**src/rtl/brkseq_pkg.sv**
```systemverilog
`timescale 1ns/1ps
package brkseq_pkg;
  localparam int DATA_W = 8;
  localparam int ADDR_W = 2 * DATA_W;

  typedef enum logic [2:0] {
    SQ_IDLE    = 3'd0,
    SQ_LOAD    = 3'd1,
    SQ_PUSH_HI = 3'd2,
    SQ_PUSH_LO = 3'd3,
    SQ_PUSH_P  = 3'd4,
    SQ_VEC_LO  = 3'd5,
    SQ_VEC_HI  = 3'd6,
    SQ_FINISH  = 3'd7
  } sq_e;

  typedef enum logic [1:0] {
    SRC_RESET = 2'd0,
    SRC_IRQ   = 2'd1,
    SRC_BRK   = 2'd2
  } src_e;

  localparam int FLAG_I = 2;
  localparam int FLAG_B = 4;
  localparam int FLAG_U = 5;

  function automatic logic [DATA_W-1:0] push_status(input logic [DATA_W-1:0] p,
                                                     input src_e src);
    logic [DATA_W-1:0] v;
    v = p;
    v[FLAG_U] = 1'b1;
    v[FLAG_B] = (src == SRC_BRK);
    return v;
  endfunction
endpackage

```
**src/rtl/brkseq_rst_latch.sv**
```systemverilog
`timescale 1ns/1ps
module brkseq_rst_latch (
  input  logic clk,
  input  logic rst,
  input  logic clr,
  output logic pend
);
  always_ff @(posedge clk) begin
    if (rst)      pend <= 1'b1;
    else if (clr) pend <= 1'b0;
  end

  a_r1_pend_after_reset: assert property (@(posedge clk) disable iff (rst)
    $fell(rst) |-> pend);
  a_r4_pend_clears: assert property (@(posedge clk) disable iff (rst)
    clr |=> !pend);
endmodule

```
**src/rtl/brkseq_sp.sv**
```systemverilog
`timescale 1ns/1ps
module brkseq_sp #(
  parameter int W = 8
) (
  input  logic         clk,
  input  logic         rst,
  input  logic         dec,
  output logic [W-1:0] sp
);
  localparam logic [W-1:0] ALL_ONES = '1;

  always_ff @(posedge clk) begin
    if (rst)      sp <= '0;
    else if (dec) sp <= sp + ALL_ONES;
  end

  a_r7_sp_step: assert property (@(posedge clk) disable iff (rst)
    dec |=> sp == W'($past(sp) - 1));
  a_r7_sp_hold: assert property (@(posedge clk) disable iff (rst)
    !dec |=> $stable(sp));
endmodule

```
**src/rtl/brkseq_ctrl.sv**
```systemverilog
`timescale 1ns/1ps
module brkseq_ctrl
  import brkseq_pkg::*;
#(
  parameter logic [DATA_W-1:0] BRK_OP = 8'h00
) (
  input  logic              clk,
  input  logic              rst,
  input  logic              pend,
  input  logic              irq_req,
  input  logic              op_valid,
  input  logic [DATA_W-1:0] op_byte,
  output sq_e               state,
  output src_e              src
);
  always_ff @(posedge clk) begin
    if (rst) begin
      state <= SQ_IDLE;
      src   <= SRC_RESET;
    end else begin
      case (state)
        SQ_IDLE: begin
          if (pend) begin
            state <= SQ_LOAD;
            src   <= SRC_RESET;
          end else if (irq_req) begin
            state <= SQ_LOAD;
            src   <= SRC_IRQ;
          end else if (op_valid && op_byte == BRK_OP) begin
            state <= SQ_LOAD;
            src   <= SRC_BRK;
          end
        end
        SQ_FINISH: state <= SQ_IDLE;
        default:   state <= sq_e'(state + 3'd1);
      endcase
    end
  end

  a_r9_steps_advance: assert property (@(posedge clk) disable iff (rst)
    (state != SQ_IDLE && state != SQ_FINISH) |=> state == sq_e'($past(state) + 3'd1));
  a_r9_finish_to_idle: assert property (@(posedge clk) disable iff (rst)
    state == SQ_FINISH |=> state == SQ_IDLE);
  a_r11_reset_first: assert property (@(posedge clk) disable iff (rst)
    (state == SQ_IDLE && pend) |=> (state == SQ_LOAD && src == SRC_RESET));
  a_r11_irq_over_brk: assert property (@(posedge clk) disable iff (rst)
    (state == SQ_IDLE && !pend && irq_req) |=> src == SRC_IRQ);
endmodule

```
**src/rtl/brkseq_top.sv**
```systemverilog
`timescale 1ns/1ps
module brkseq_top
  import brkseq_pkg::*;
#(
  parameter logic [7:0]  STACK_PAGE = 8'h01,
  parameter logic [15:0] RST_VEC    = 16'hFFFC,
  parameter logic [15:0] IRQ_VEC    = 16'hFFFE,
  parameter logic [7:0]  BRK_OP     = 8'h00
) (
  input  logic        clk,
  input  logic        rst,
  input  logic        op_valid,
  input  logic [7:0]  op_byte,
  input  logic        irq_req,
  input  logic [7:0]  mem_rdata,
  output logic [15:0] mem_addr,
  output logic [7:0]  mem_wdata,
  output logic        mem_we,
  output logic [15:0] pc,
  output logic [7:0]  sp,
  output logic [7:0]  status,
  output logic [7:0]  ir,
  output logic        busy,
  output logic        done
);
  sq_e  state;
  src_e src;
  logic pend;
  logic push_cyc;
  logic [DATA_W-1:0] vec_lo;
  logic [ADDR_W-1:0] vec_base;

  brkseq_rst_latch u_latch (
    .clk  (clk),
    .rst  (rst),
    .clr  (state == SQ_FINISH),
    .pend (pend)
  );

  brkseq_ctrl #(.BRK_OP(BRK_OP)) u_ctrl (
    .clk      (clk),
    .rst      (rst),
    .pend     (pend),
    .irq_req  (irq_req),
    .op_valid (op_valid),
    .op_byte  (op_byte),
    .state    (state),
    .src      (src)
  );

  assign push_cyc = (state == SQ_PUSH_HI) || (state == SQ_PUSH_LO) || (state == SQ_PUSH_P);

  brkseq_sp #(.W(DATA_W)) u_sp (
    .clk (clk),
    .rst (rst),
    .dec (push_cyc),
    .sp  (sp)
  );

  assign vec_base = (src == SRC_RESET) ? RST_VEC : IRQ_VEC;

  // Memory port decoded from the step register
  always_comb begin
    mem_addr  = pc;
    mem_wdata = '0;
    mem_we    = 1'b0;
    case (state)
      SQ_PUSH_HI: begin
        mem_addr  = {STACK_PAGE, sp};
        mem_wdata = pc[15:8];
        mem_we    = !pend;
      end
      SQ_PUSH_LO: begin
        mem_addr  = {STACK_PAGE, sp};
        mem_wdata = pc[7:0];
        mem_we    = !pend;
      end
      SQ_PUSH_P: begin
        mem_addr  = {STACK_PAGE, sp};
        mem_wdata = push_status(status, src);
        mem_we    = !pend;
      end
      SQ_VEC_LO: mem_addr = vec_base;
      SQ_VEC_HI: mem_addr = vec_base | 16'h0001;
      default:   ;
    endcase
  end

  always_ff @(posedge clk) begin
    if (rst) begin
      ir     <= '0;
      pc     <= '0;
      status <= '0;
      vec_lo <= '0;
    end else begin
      if (state == SQ_IDLE) begin
        if (pend || irq_req) ir <= BRK_OP;
        else if (op_valid)   ir <= op_byte;
      end
      if (state == SQ_PUSH_P) status[FLAG_I] <= 1'b1;
      if (state == SQ_VEC_HI) vec_lo <= mem_rdata;
      if (state == SQ_FINISH) pc <= {mem_rdata, vec_lo};
    end
  end

  assign busy = (state != SQ_IDLE);
  assign done = (state == SQ_FINISH);

  a_r2_no_write_in_reset: assert property (@(posedge clk) disable iff (rst)
    (busy && src == SRC_RESET) |-> !mem_we);
  a_r1_ir_forced: assert property (@(posedge clk) disable iff (rst)
    (busy && src == SRC_RESET) |-> ir == BRK_OP);
  a_r3_reset_vector: assert property (@(posedge clk) disable iff (rst)
    (state == SQ_VEC_LO && src == SRC_RESET) |-> mem_addr == RST_VEC);
  a_r5_break_flag_set: assert property (@(posedge clk) disable iff (rst)
    (mem_we && state == SQ_PUSH_P && src == SRC_BRK) |-> mem_wdata[FLAG_B]);
  a_r6_break_flag_clear: assert property (@(posedge clk) disable iff (rst)
    (mem_we && state == SQ_PUSH_P && src == SRC_IRQ) |-> !mem_wdata[FLAG_B]);
  a_r8_idisable_set: assert property (@(posedge clk) disable iff (rst)
    state == SQ_PUSH_P |=> status[FLAG_I]);
  a_r10_plain_opcode: assert property (@(posedge clk) disable iff (rst)
    (!busy && !pend && !irq_req && op_valid && op_byte != BRK_OP)
      |=> (!busy && ir == $past(op_byte)));
  a_r9_done_single: assert property (@(posedge clk) disable iff (rst)
    done |=> !done);
endmodule

```
**config.mk**
```make
export PLATFORM = sky130hd
export DESIGN_NAME = brkseq_top
export DESIGN_NICKNAME = d
export VERILOG_FILES = /design/src/rtl/brkseq_pkg.sv /design/src/rtl/brkseq_rst_latch.sv /design/src/rtl/brkseq_sp.sv /design/src/rtl/brkseq_ctrl.sv /design/src/rtl/brkseq_top.sv
export SDC_FILE = /design/constraint.sdc
export NUM_CORES = 1
export LEC_CHECK = 0
export BUFFER_PORTS_ARGS = -buffer_cell sky130_fd_sc_hd__buf_4
export CORE_MARGIN = 5
export CORE_UTILIZATION = 40
export DETAILED_ROUTE_END_ITERATION = 8
export HOLD_SLACK_MARGIN = 0.15
export PLACE_DENSITY = 0.7
export RECOVER_POWER = 25
export SETUP_SLACK_MARGIN = 0.5
export SYNTH_ARGS = -nofsm -noshare
export SYNTH_HDL_FRONTEND = slang
export SYNTH_SLANG_ARGS = --single-unit
```
**constraint.sdc**
```tcl
create_clock -name clk -period 2.1 [get_ports clk]
set_clock_uncertainty 0.05 [all_clocks]
set_input_delay 0.42 -clock clk [delete_from_list [all_inputs] [get_ports clk]]
set_output_delay 0.42 -clock clk [all_outputs]
set_load 0.01 [all_outputs]
```
==> out/summary.txt <==
leading area contributor after synthesis = dfxtp_1
Port Buffers = 79
Pwr Density = 558 nW/um^2
Synth Area in XOR/XNOR = 2.28%
largest net degree at the start of global routing = 42
DR pass1 iterations = 4
Worst EP arrival = 1.84 ns
top-area cell type share of the netlist area = 40.8%
Int Pwr = 1500 uW
drt wl/cell = 16.1 microns
combinational power share = 24.9%
final worst slack = -0.214 ns
CP Max Fanout = 7
Post-synth top flop = dfxtp_1
Synth top cells by count = dfxtp_1, nor2_1, nand2_1
clock network fraction of total power = 28.2%
CTS Buf Count = 5
largest family of logic cells by synthesized area = simple AND/OR/NAND/NOR gates
Routed WL = 7250 microns
Area Overhead vs Synth = 61.3%
Post-Synthesis Cells = 269
Core ar. = 5540 sq um
GR Util All Layers = 18.4%
Slew Viols, Final = 0
Die H = 85.9 microns
Yosys reg bits = 47
placer congestion estimate = 0.838
chip width = 85.9 microns
DIE AREA = 7380 sq um
Peak VDD IR = 0.458 mV
Syn Area/Cell = 8.57 sq um
hold crit path type = input pin to flop
storage element area = 950 sq um
Sink Count = 47
Final period util = 110%
status = complete, but fails checks
CP Data Required Time = 1.63 ns
adder-cell area share of the yosys netlist = 4.34%
EDFF count, synth = 0
initial core utilization = 41.6%
mux cell area share after synthesis = 8.09%
number of global-route vias before repair = 2240
Yosys cell types = 45
Layout Cells excl Fill = 450
clock latency on the worst-skew pair = 0.29 ns
P_sw = 578 uW
Reg clk slew, reported paths = 0.08 ns
Core Rows = 27
critical path class = flop to output pin
clock period minus worst slack = 2.31 ns
Achievable Freq = 432 MHz
crit path capture type = output pin
crit start category = flop
final core utilization = 67.1%
antenna violations before repair = 0
vias per cell = 5.24
max_cap viols = 0
Clock Tree Root = clkbuf_8
drt drc = 0
Final #Nets = 405
layout cells sized above 1 = 54.2%
grt total ovfl = 0
ANT nets after route = 0
Static Leak = 0.00158 uW
Mapped Area = 2300 sq um
failing checks = negative setup slack
Post-DP HPWL = 4920 microns
Hold Fails Final Rpt = 0
top-count cell post-synth = dfxtp_1
via count = 2360
Compound-Gate Fraction of Synth Area = 14.9%
Top Ports = 87
footprint of the multi-input gates = 1540 sq um
Filler cells = 445
clock buffer depth = 2
H-tree depth = 2
Seq/Total Area, Yosys = 40.8%
Sequential Power Share = 46.9%
ys async rst share = 0%
switching share of power = 27.9%
Initial DRC Count = 103
CTS tree = done
first-pass GRT wire length = 10900 microns
Synth Area in Simple Gates = 22.1%
largest cells by area after synthesis = dfxtp_1, mux2i_1, nor2_1
ant diodes = 0
Reg2Reg Setup Slack = 0.29 ns
Synth warnings = 0
unrepaired setup endpoints after global routing = yes
DP Cell Count = 417
Setup violations, final = 25
[power groups by stage]
stage	logic (uW)	registers, uW	clock network (uW)
after floorplan	232	997	0
after global placement	375	990	0
after detailed placement	379	989	0
after CTS	438	972	601
after global routing	552	979	637
final	516	972	586
[cells by family after synthesis]
kind of cell             after synthesis
flip-flops                            47
other                                  1
buffers and inverters                 31
adder cells (fa/ha/maj)                8
AND/OR/NAND/NOR                      114
AO/OA/AOI/OAI                         44
multiplexers                          18
XOR/XNOR                               6
[stage by stage]
stage / TNS (ns) / hold slack, ns / area (sq um) / setup WS, ns / total power [uW]
after floorplan: 0 / 0.386 / 2540 / 0.234 / 1230
after CTS: -3.20 / 0.321 / 3490 / -0.200 / 2010
after global placement: 0 / 0.393 / 3140 / 0.0862 / 1360
after global routing: -6.01 / 0.324 / 3720 / -0.328 / 2170
final: -3.97 / 0.323 / 3720 / -0.214 / 2070
after detailed placement: 0 / 0.398 / 3140 / 0.0623 / 1370
[layout make-up]
| type | count | share of cell area [%] |
|---|---|---|
| Clock buffer | 8 | 2.69 |
| Tap cell | 72 | 2.42 |
| Multi-Input combinational cell | 198 | 41.3 |
| Inverter | 8 | 1.01 |
| Sequential cell | 47 | 25.5 |
| Timing Repair Buffer | 117 | 27.0 |
[cell usage in the layout (no fill, tap or decap), types with 5 or more instances in the layout]
| cell type | n |
|---|---|
| buf_4 | 91 |
| dfxtp_1 | 44 |
| nor2_1 | 30 |
| buf_6 | 21 |
| nand2_1 | 17 |
| nand2_2 | 16 |
| mux2i_1 | 16 |
| nand3_1 | 9 |
| a21oi_1 | 9 |
| o221a_2 | 8 |
| nand3_2 | 7 |
| nor2_2 | 7 |
| conb_1 | 7 |
| clkbuf_8 | 7 |
| o211ai_1 | 5 |
| a22oi_2 | 5 |
[per-layer routing]
metal	track usage, %	part of all wire, %
met3	3.84	5.9
met2	30.9	50
met4	4.75	1.1
met1	23.9	43
met5	0	0
[worst max-delay path: stages, from the launching register on]
cell      delay, ns
dfxtp_4        0.38
inv_4          0.05
ha_4           0.16
mux2_4         0.30
nor2_4         0.20
buf_6          0.18
nand3b_1       0.11
buf_4          0.16
[path summary, 6_finish.rpt]
check,from,cells after the start,to
max,u_ctrl.state[0],7,mem_addr[8]
min,mem_rdata[3],3,pc[11]
max reg2reg,u_ctrl.state[0],7,u_sp.sp[7]
min reg2reg,vec_lo[3],2,vec_lo[3]
[registers in the layout, indices dropped and copies added (netlist names)]
register and flops:
pc 16, ir 8, u_sp.sp 8, vec_lo 8, u_ctrl.state 3, u_ctrl.src 2, status 1, u_latch.pend 1
[what timing repair did]
action | 4_1_cts | 5_1_grt
gates cloned | 1 | 2
setup buffers | 13 | 9
gates resized for setup | 43 | 29
pin swaps | 19 | 14
hold buffers | 0 | 0
endpoints found under the setup margin | 54 | 49
Note: power is estimated with default switching activity, not from simulation.
